### config.mk
export PLATFORM = sky130hd
export DESIGN_NAME = rob_retire_ctl
export DESIGN_NICKNAME = d
export VERILOG_FILES = /design/src/rtl/rob_pkg.sv /design/src/rtl/rob_insert_ctl.sv /design/src/rtl/rob_retire_sel.sv /design/src/rtl/rob_squash_walk.sv /design/src/rtl/rob_retire_ctl.sv
export SDC_FILE = /design/constraint.sdc
export NUM_CORES = 2
export LEC_CHECK = 0
export BUFFER_PORTS_ARGS = -buffer_cell sky130_fd_sc_hd__buf_4
export CAP_MARGIN = 20
export CORE_MARGIN = 1
export CORE_UTILIZATION = 30
export CTS_BUF_LIST = sky130_fd_sc_hd__clkbuf_4 sky130_fd_sc_hd__clkbuf_8
export CTS_CLUSTER_SIZE = 20
export DETAILED_ROUTE_END_ITERATION = 8
export PLACE_DENSITY_LB_ADDON = 0.2
export SYNTH_ARGS = -nofsm -noshare
export SYNTH_HDL_FRONTEND = slang
export SYNTH_SLANG_ARGS = --single-unit
export TNS_END_PERCENT = 100
### constraint.sdc
create_clock -name clk -period 8.3 [get_ports clk]
set_input_delay 0.415 -clock clk [delete_from_list [all_inputs] [get_ports clk]]
set_output_delay 0.415 -clock clk [all_outputs]
set_load 0.005 [all_outputs]
### src/rtl/rob_pkg.sv
`timescale 1ns/1ps
package rob_pkg;

    localparam int SEQ_W = 16;

    typedef enum logic [1:0] {
        K_PLAIN   = 2'd0,
        K_MEM     = 2'd1,
        K_NONSPEC = 2'd2,
        K_NOP     = 2'd3
    } kind_e;

    typedef enum logic {
        ST_RUN    = 1'b0,
        ST_SQUASH = 1'b1
    } ctl_state_e;

    typedef struct packed {
        logic             valid;
        logic             done;
        logic             squashed;
        logic             fault;
        logic             serial;
        kind_e            kind;
        logic [SEQ_W-1:0] seq;
    } rob_entry_t;

    function automatic logic held_to_head(kind_e k);
        return k != K_PLAIN;
    endfunction

    function automatic logic wakes_deps(kind_e k);
        return (k == K_MEM) || (k == K_NONSPEC);
    endfunction

endpackage

### src/rtl/rob_insert_ctl.sv
`timescale 1ns/1ps
module rob_insert_ctl #(
    parameter int RN_W = 2,
    parameter int CW   = 5,
    parameter int NW   = 2
) (
    input  logic [RN_W-1:0] ren_valid,
    input  logic [CW-1:0]   free,
    input  logic            enable,
    output logic [NW-1:0]   n_ins,
    output logic            ready
);
    logic stop;

    always_comb begin
        n_ins = '0;
        stop  = 1'b0;
        for (int i = 0; i < RN_W; i++) begin
            if (!stop) begin
                if (ren_valid[i]) n_ins = n_ins + NW'(1);
                else              stop  = 1'b1;
            end
        end
        ready = enable && (CW'(n_ins) <= free);
    end
endmodule

### src/rtl/rob_retire_sel.sv
`timescale 1ns/1ps
module rob_retire_sel
    import rob_pkg::*;
#(
    parameter int DEPTH = 16,
    parameter int AW    = 4,
    parameter int CW    = 5,
    parameter int CM_W  = 2,
    parameter int MW    = 2
) (
    input  rob_entry_t       ent [DEPTH],
    input  logic [AW-1:0]    head,
    input  logic [CW-1:0]    count,
    input  logic             enable,
    output logic [MW-1:0]    n_ret,
    output logic             upd_last,
    output logic [SEQ_W-1:0] last_seq_n,
    output logic             xh_fire,
    output logic [SEQ_W-1:0] xh_seq_n,
    output logic             xh_wake_n,
    output logic             err_hit
);
    logic          go;
    logic [AW-1:0] idx;
    rob_entry_t    e;

    always_comb begin
        n_ret      = '0;
        upd_last   = 1'b0;
        last_seq_n = '0;
        xh_fire    = 1'b0;
        xh_seq_n   = '0;
        xh_wake_n  = 1'b0;
        err_hit    = 1'b0;
        go         = enable;
        idx        = head;
        e          = ent[head];
        for (int i = 0; i < CM_W; i++) begin
            idx = head + AW'(i);
            e   = ent[idx];
            if (go && (CW'(i) < count)) begin
                if (e.squashed) begin
                    if (e.done) n_ret = n_ret + MW'(1);
                    else        go    = 1'b0;
                end else if (e.fault || e.serial) begin
                    err_hit = 1'b1;
                    go      = 1'b0;
                end else if (held_to_head(e.kind)) begin
                    n_ret      = n_ret + MW'(1);
                    upd_last   = 1'b1;
                    last_seq_n = e.seq;
                    xh_fire    = 1'b1;
                    xh_seq_n   = e.seq;
                    xh_wake_n  = wakes_deps(e.kind);
                    go         = 1'b0;
                end else if (e.done) begin
                    n_ret      = n_ret + MW'(1);
                    upd_last   = 1'b1;
                    last_seq_n = e.seq;
                end else begin
                    go = 1'b0;
                end
            end else begin
                go = 1'b0;
            end
        end
    end
endmodule

### src/rtl/rob_squash_walk.sv
`timescale 1ns/1ps
module rob_squash_walk
    import rob_pkg::*;
#(
    parameter int DEPTH = 16,
    parameter int AW    = 4,
    parameter int CW    = 5,
    parameter int SQ_W  = 2,
    parameter int WW    = 2
) (
    input  rob_entry_t       ent [DEPTH],
    input  logic [AW-1:0]    wp,
    input  logic [CW-1:0]    rem,
    input  logic [SEQ_W-1:0] bseq,
    output logic [WW-1:0]    n_mark,
    output logic             fin,
    output logic             front_vld,
    output logic [SEQ_W-1:0] front_seq
);
    logic          go;
    logic [AW-1:0] idx;

    always_comb begin
        n_mark    = '0;
        front_vld = 1'b0;
        front_seq = '0;
        go        = 1'b1;
        idx       = wp;
        for (int j = 0; j < SQ_W; j++) begin
            idx = wp - AW'(j);
            if (go && (CW'(j) < rem) && (ent[idx].seq > bseq)) begin
                n_mark    = n_mark + WW'(1);
                front_vld = 1'b1;
                front_seq = ent[idx].seq;
            end else begin
                go = 1'b0;
            end
        end
        fin = !go || (CW'(n_mark) == rem);
    end
endmodule

### src/rtl/rob_retire_ctl.sv
`timescale 1ns/1ps
module rob_retire_ctl
    import rob_pkg::*;
#(
    parameter int DEPTH = 16,
    parameter int RN_W  = 2,
    parameter int EX_W  = 2,
    parameter int CM_W  = 2,
    parameter int SQ_W  = 2,
    parameter int PC_W  = 32,
    localparam int AW   = $clog2(DEPTH),
    localparam int CW   = AW + 1,
    localparam int NW   = $clog2(RN_W + 1),
    localparam int MW   = $clog2(CM_W + 1),
    localparam int WW   = $clog2(SQ_W + 1)
) (
    input  logic                  clk,
    input  logic                  rst,
    input  logic [RN_W-1:0]       ren_valid,
    input  logic [RN_W*SEQ_W-1:0] ren_seq,
    input  logic [RN_W*2-1:0]     ren_kind,
    input  logic [RN_W-1:0]       ren_serial,
    output logic                  in_ready,
    input  logic [EX_W-1:0]       wb_valid,
    input  logic [EX_W*SEQ_W-1:0] wb_seq,
    input  logic [EX_W-1:0]       wb_fault,
    input  logic                  sq_req,
    input  logic [SEQ_W-1:0]      sq_seq,
    input  logic [PC_W-1:0]       sq_pc,
    output logic [CW-1:0]         free_cnt,
    output logic [MW-1:0]         cm_cnt,
    output logic [SEQ_W-1:0]      last_seq,
    output logic                  xh_pulse,
    output logic [SEQ_W-1:0]      xh_seq,
    output logic                  xh_wake,
    output logic                  sq_pulse,
    output logic                  sq_busy,
    output logic [SEQ_W-1:0]      sq_seq_o,
    output logic [PC_W-1:0]       sq_pc_o,
    output logic [SEQ_W-1:0]      walk_seq,
    output logic                  err_o
);
    rob_entry_t       ent [DEPTH];
    logic [AW-1:0]    head, tail, wp;
    logic [CW-1:0]    count, rem;
    logic [SEQ_W-1:0] bseq;
    ctl_state_e       state;

    logic [NW-1:0]    n_ins;
    logic             ins_ok;
    logic [MW-1:0]    n_ret;
    logic             upd_last, xh_fire, xh_wake_n, err_hit;
    logic [SEQ_W-1:0] last_seq_n, xh_seq_n;
    logic [WW-1:0]    n_mark;
    logic             fin, front_vld;
    logic [SEQ_W-1:0] front_seq;
    logic             run_now;

    assign run_now  = (state == ST_RUN) && !sq_req;
    assign free_cnt = CW'(DEPTH) - count;
    assign sq_busy  = (state == ST_SQUASH);
    assign in_ready = ins_ok;

    rob_insert_ctl #(.RN_W(RN_W), .CW(CW), .NW(NW)) u_ins (
        .ren_valid (ren_valid),
        .free      (free_cnt),
        .enable    (run_now),
        .n_ins     (n_ins),
        .ready     (ins_ok)
    );

    rob_retire_sel #(.DEPTH(DEPTH), .AW(AW), .CW(CW), .CM_W(CM_W), .MW(MW)) u_ret (
        .ent        (ent),
        .head       (head),
        .count      (count),
        .enable     (run_now),
        .n_ret      (n_ret),
        .upd_last   (upd_last),
        .last_seq_n (last_seq_n),
        .xh_fire    (xh_fire),
        .xh_seq_n   (xh_seq_n),
        .xh_wake_n  (xh_wake_n),
        .err_hit    (err_hit)
    );

    rob_squash_walk #(.DEPTH(DEPTH), .AW(AW), .CW(CW), .SQ_W(SQ_W), .WW(WW)) u_walk (
        .ent       (ent),
        .wp        (wp),
        .rem       (rem),
        .bseq      (bseq),
        .n_mark    (n_mark),
        .fin       (fin),
        .front_vld (front_vld),
        .front_seq (front_seq)
    );

    always_ff @(posedge clk) begin
        if (rst) begin
            for (int d = 0; d < DEPTH; d++) ent[d] <= '0;
            head     <= '0;
            tail     <= '0;
            wp       <= '0;
            count    <= '0;
            rem      <= '0;
            bseq     <= '0;
            state    <= ST_RUN;
            cm_cnt   <= '0;
            last_seq <= '0;
            xh_pulse <= 1'b0;
            xh_seq   <= '0;
            xh_wake  <= 1'b0;
            sq_pulse <= 1'b0;
            sq_seq_o <= '0;
            sq_pc_o  <= '0;
            walk_seq <= '0;
            err_o    <= 1'b0;
        end else begin
            cm_cnt   <= '0;
            xh_pulse <= 1'b0;
            xh_wake  <= 1'b0;
            sq_pulse <= 1'b0;

            // completion marking runs in every state
            for (int k = 0; k < EX_W; k++) begin
                if (wb_valid[k]) begin
                    for (int d = 0; d < DEPTH; d++) begin
                        if (ent[d].valid && ent[d].seq == wb_seq[k*SEQ_W +: SEQ_W]) begin
                            ent[d].done  <= 1'b1;
                            ent[d].fault <= wb_fault[k];
                        end
                    end
                end
            end

            if (state == ST_RUN) begin
                if (sq_req) begin
                    state    <= ST_SQUASH;
                    sq_pulse <= 1'b1;
                    sq_seq_o <= sq_seq;
                    sq_pc_o  <= sq_pc;
                    bseq     <= sq_seq;
                    wp       <= tail - AW'(1);
                    rem      <= count;
                end else begin
                    cm_cnt <= n_ret;
                    for (int i = 0; i < CM_W; i++) begin
                        if (MW'(i) < n_ret) ent[head + AW'(i)].valid <= 1'b0;
                    end
                    head <= head + AW'(n_ret);
                    if (upd_last) last_seq <= last_seq_n;
                    if (xh_fire) begin
                        xh_pulse <= 1'b1;
                        xh_seq   <= xh_seq_n;
                        xh_wake  <= xh_wake_n;
                    end
                    if (err_hit) err_o <= 1'b1;
                    if (ins_ok) begin
                        for (int i = 0; i < RN_W; i++) begin
                            if (NW'(i) < n_ins) begin
                                ent[tail + AW'(i)].valid    <= 1'b1;
                                ent[tail + AW'(i)].done     <= 1'b0;
                                ent[tail + AW'(i)].squashed <= 1'b0;
                                ent[tail + AW'(i)].fault    <= 1'b0;
                                ent[tail + AW'(i)].serial   <= ren_serial[i];
                                ent[tail + AW'(i)].kind     <= kind_e'(ren_kind[2*i +: 2]);
                                ent[tail + AW'(i)].seq      <= ren_seq[i*SEQ_W +: SEQ_W];
                            end
                        end
                        tail  <= tail + AW'(n_ins);
                        count <= count - CW'(n_ret) + CW'(n_ins);
                    end else begin
                        count <= count - CW'(n_ret);
                    end
                end
            end else begin
                for (int j = 0; j < SQ_W; j++) begin
                    if (WW'(j) < n_mark) ent[wp - AW'(j)].squashed <= 1'b1;
                end
                wp  <= wp - AW'(n_mark);
                rem <= rem - CW'(n_mark);
                if (front_vld) walk_seq <= front_seq;
                if (fin) state <= ST_RUN;
            end
        end
    end
endmodule

==> PnR_summary.wiki <==
{| class="wikitable"
! Metric !! Value
|-
| Run status || completed
|-
| Number of remaining DRC errors || 0
|-
| Cell chain of the critical path || inv_1, ha_4, mux4_2, mux4_2, inv_1, ha_1, o21ai_0, nand3_2, nor2_2, nor2_1, ha_1, fa_1, inv_1, ha_1, a21oi_1, or3_1, xor2_1, or3_1, a21oi_1
|-
| Half-perimeter wire length after detailed placement || roughly 150 mm
|-
| Buf+Inv Stages, Crit Path || 3
|-
| Drt wl/cell || ~36 µm
|-
| Switching component of the power || approximately 2.2 mW
|-
| Worst Path Required || 9.01 ns
|-
| Max Fclk || around 160 MHz
|-
| Total die area || 130000 µm²
|-
| Final hold violation count || 0
|-
| Register area share after synthesis || between 20% and 30%
|-
| Grt met3 use || under 10%
|-
| Largest area contributor in the netlist || sky130_fd_sc_hd__dfxtp_1
|-
| CTS tree || yes
|-
| Antenna violations before repair || 13
|-
| Post-route cell area || around 45000 µm²
|-
| Post-synth EDFFs || 0
|-
| R2R cell count || 19
|-
| Number of storage elements in the synthesis netlist || 493
|-
| Cell Count Post-Placement || ~5600
|-
| Global routing usage on met2 || between 40 and 50%
|-
| Final Wtd Congestion || roughly 1.0
|-
| Internal Dissipation || about 4.5 mW
|-
| Min-Delay Path Class || input port to flip-flop
|-
| Number of core rows || 130
|-
| Syn Inst Count || between 3000 and 4000
|-
| Worst-Margin Slew || around 1.3 ns
|-
| Total power || 6.73 mW
|-
| Maximum number of pins on one net before global-route repair || ~180
|-
| Reg power frac || ~38%
|-
| H-tree levels || 3
|-
| Antenna violation net count after detailed routing || 0
|-
| Flop-to-flop setup slack || 1.87 ns
|-
| Period utilisation layout || roughly 77%
|-
| Setup TNS || 0 ns
|-
| Area growth from synthesis to layout || 17.2%
|-
| Synth Cell Area || a little under 40000 µm²
|-
| Worst-case clock buffer depth || 3
|-
| Count of non-filler cells in the finished layout || about 5800
|-
| Input/output buffers || roughly 240
|-
| Terminus of the critical flop-to-flop path || count[3]$_SDFFE_PP0P_
|-
| Setup Crit Path Kind || flip-flop to flip-flop
|-
| Die Wd || 360 µm
|-
| Initial Utilization || a little under a third
|-
| Unrepaired setup endpoints after global routing || false
|-
| Family with the most delay on the worst path || adder cells
|-
| Crit path launch type || flip-flop
|-
| Number of top-level pins || between 200 and 250
|-
| Top cells by instance count after synthesis || 493 x sky130_fd_sc_hd__dfxtp_1, 417 x sky130_fd_sc_hd__nor2_1, 365 x sky130_fd_sc_hd__mux4_2
|-
| Die boundary height || between 300 and 400 µm
|-
| Crit. End Element || flip-flop
|-
| Clock edge transition at the registers on the reported setup and hold paths || roughly 0.06 ns
|-
| Maximum VDD drop || ~0.12 mV
|-
| Fraction of registers with async set or reset after synthesis || 0%
|-
| Primary flip-flop cell chosen by synthesis mapping || sky130_fd_sc_hd__dfxtp_1
|-
| Destination of the worst hold path || ent[30]$_SDFFE_PP0P_
|-
| Detailed Route WL || 210 mm
|-
| Most used routing layer || met2
|-
| Sinks on the clock net || approximately 490
|-
| Number of maximum-capacitance violations || 0
|-
| Global-route wire length before repair || roughly 290 mm
|-
| Critical-path top delay cell || sky130_fd_sc_hd__ha_4
|-
| Number of gates given a new drive strength after cts || 0
|-
| Critical register-to-register path startpoint || head[0]$_SDFFE_PP0P_
|-
| Sw Share || about 33%
|-
| Number of nets in the synthesized netlist || 4155
|-
| Synth cell types || 77
|-
| Beginning of the worst hold path || ren_seq[23]
|-
| Remaining global-route overflow || 0
|-
| Area taken by flip-flops and latches || 9890 µm²
|-
| Power density over the cells || 149 nW/µm²
|-
| Hold Path Depth || 3
|-
| Max incr delay on CP || ~0.9 ns
|-
| Final slew viol count || 0
|-
| Router iterations before antenna repair || 6
|-
| Routed via count divided by cell count || roughly 6.2
|-
| Fill cell count || ~13000
|-
| Area of the multi-input gates || 27100 µm²
|-
| DRC violation total after the first TritonRoute iteration || roughly 4800
|-
| Share of final-layout standard cells stronger than drive strength 1 || approximately a quarter
|-
| Number of global-route vias before repair || between 30000 and 40000
|-
| Worst setup skew after layout || 0.0656 ns
|-
| Warning count from the yosys run || 0
|-
| Area share of the largest cell type after synthesis || 25.7%
|-
| TritonCTS Buffers || between 90 and 100
|-
| CP arrival || 7.14 ns
|-
| Global-route usage over all layers || a little under a third
|-
| Combinational share of power || a little over a fifth
|-
| Final standard cell utilization of the core || a little over a third
|-
| Top-count cell post-synth || sky130_fd_sc_hd__dfxtp_1
|-
| Crit Path Max Fanout || just under 50
|-
| Total number of nets in the final design || between 4000 and 5000
|-
| Clock latency at the later pin of the worst-skew pair || ~0.84 ns
|-
| Clk network pwr share || between 40% and 50%
|-
| CTS Root Buffer Type || sky130_fd_sc_hd__clkbuf_8
|-
| Top cells by area in the synthesized netlist || sky130_fd_sc_hd__dfxtp_1 26%, sky130_fd_sc_hd__mux4_2 21%, sky130_fd_sc_hd__mux2i_1 8.7%, sky130_fd_sc_hd__xnor2_1 6.0%, sky130_fd_sc_hd__xor2_1 5.9%
|-
| Total via count after detailed routing || about 36000
|-
| Setup-violating endpoint count in the final report || 0
|-
| Instance area after placement || approximately 42000 µm²
|-
| Floorplan Core Area || 126000 µm²
|-
| Final Critical Period || 6.43 ns
|-
| Fraction of met1 tracks used by global routing || about 42%
|-
| Static leakage || between 15 and 20 nW
|-
| Slew margin rel. || a little over a tenth
|-
| Syn_area_per_cell || about 10 µm²
|}
flip-flops by register name, summed over array words and instances (netlist names), 5 cells and up:
signal,count
last_seq,16
bseq,16
xh_seq,16
rem,5
sq_pc_o,32
walk_seq,16
ent,368
count,5
area by class of cell:
cell class / count / share of cell area, %
clock buffers: 153 / 4.13
flip-flops and latches: 493 / 21.9
well taps: 1650 / 4.58
repair buffers: 447 / 8.05
multi-input cells: 2996 / 60.1
diodes: 5 / 0.0278
inverters: 70 / 0.583
clock inverters: 21 / 0.550
per-layer routing:
metal | vias to the layer above | wire (µm) | part of all wire, %
met1 | 18300 | 88100 | 42
met2 | 2285 | 89200 | 42
met5 | - | 0 | 0
met3 | 463 | 22300 | 11
met4 | 0 | 10800 | 5.1
li1 | 15200 | - | -
stage by stage:
step	hold WS, ns	setup slack (ns)
after global placement	0.437	1.96
after detailed placement	0.447	1.88
after CTS	0.00161	1.88
after floorplan	0.441	1.73
after global routing	0.0363	1.52
final	0.0533	1.87
power by group through the flow:
stage          clock network, mW  registers (mW)  logic (mW)
2_1_floorplan                  0            2.52       0.861
3_3_place_gp                   0            2.58        1.36
3_5_place_dp                   0            2.58        1.36
4_1_cts                     2.81            2.53        1.39
5_1_grt                     2.92            2.54        1.49
6_report                    2.76            2.54        1.43
layout by cell type (no fill, tap or decap), drive strengths merged, types with 9 or more instances in the layout:
cell / synthesis / routed
dfxtp: 493 / 493
nor2: 421 / 421
mux4: 365 / 365
buf: 107 / 361
mux2i: 336 / 336
a211oi: 298 / 298
xnor2: 266 / 266
xor2: 261 / 261
nand2: 217 / 217
clkbuf: 290 / 153
a21oi: 117 / 117
o21ai: 95 / 95
nor4: 89 / 89
dlygate4sd3: 0 / 86
nand4: 79 / 79
inv: 70 / 73
ha: 66 / 66
nor3: 60 / 60
nand3: 53 / 53
a311oi: 39 / 39
o31ai: 23 / 23
and2: 15 / 15
nor2b: 14 / 14
a221o: 13 / 13
a31oi: 13 / 13
nand2b: 12 / 12
o21a: 11 / 11
o211a: 10 / 10
mux2: 9 / 9
clkinv: 0 / 9
worst min-delay path: cells and delay by family:
kind	cells	cell delay [ns]
buf+inv	1	0.18
compound gates	1	0.08
simple gates	1	0.07
worst max path at each step:
| stage | start | endpoint | slack, ns | cells after the start |
|---|---|---|---|---|
| floorplan | wp[0]$_SDFFE_PP0N_ | rem[2]$_SDFFE_PP0N_ | 1.73 | 26 |
| global placement | head[0]$_SDFFE_PP0P_ | count[3]$_SDFFE_PP0P_ | 1.96 | 19 |
| detailed placement | head[0]$_SDFFE_PP0P_ | count[3]$_SDFFE_PP0P_ | 1.88 | 19 |
| CTS | head[0]$_SDFFE_PP0P_ | count[3]$_SDFFE_PP0P_ | 1.88 | 19 |
| global route | head[0]$_SDFFE_PP0P_ | count[3]$_SDFFE_PP0P_ | 1.52 | 19 |
| finish | head[0]$_SDFFE_PP0P_ | count[3]$_SDFFE_PP0P_ | 1.87 | 19 |
logic make-up (layout without fill, tap and decap cells):
family / count (synthesis) / after routing / synth area share, %
fa+ha+maj: 72 / 72 / 2.46
compound gates: 694 / 694 / 12.8
other cells: 0 / 5 / 0
xor+xnor: 527 / 527 / 12.0
simple gates: 993 / 993 / 11.8
mux: 710 / 710 / 30.4
flops: 493 / 493 / 25.7
buf+inv: 467 / 691 / 4.81
what timing repair did:
item / in CTS / in global routing
hold endpoints to repair: 80 / 0
buffers inserted: 0 / 0
hold buffers: 86 / 0
Note: power is estimated with default switching activity, not from simulation.
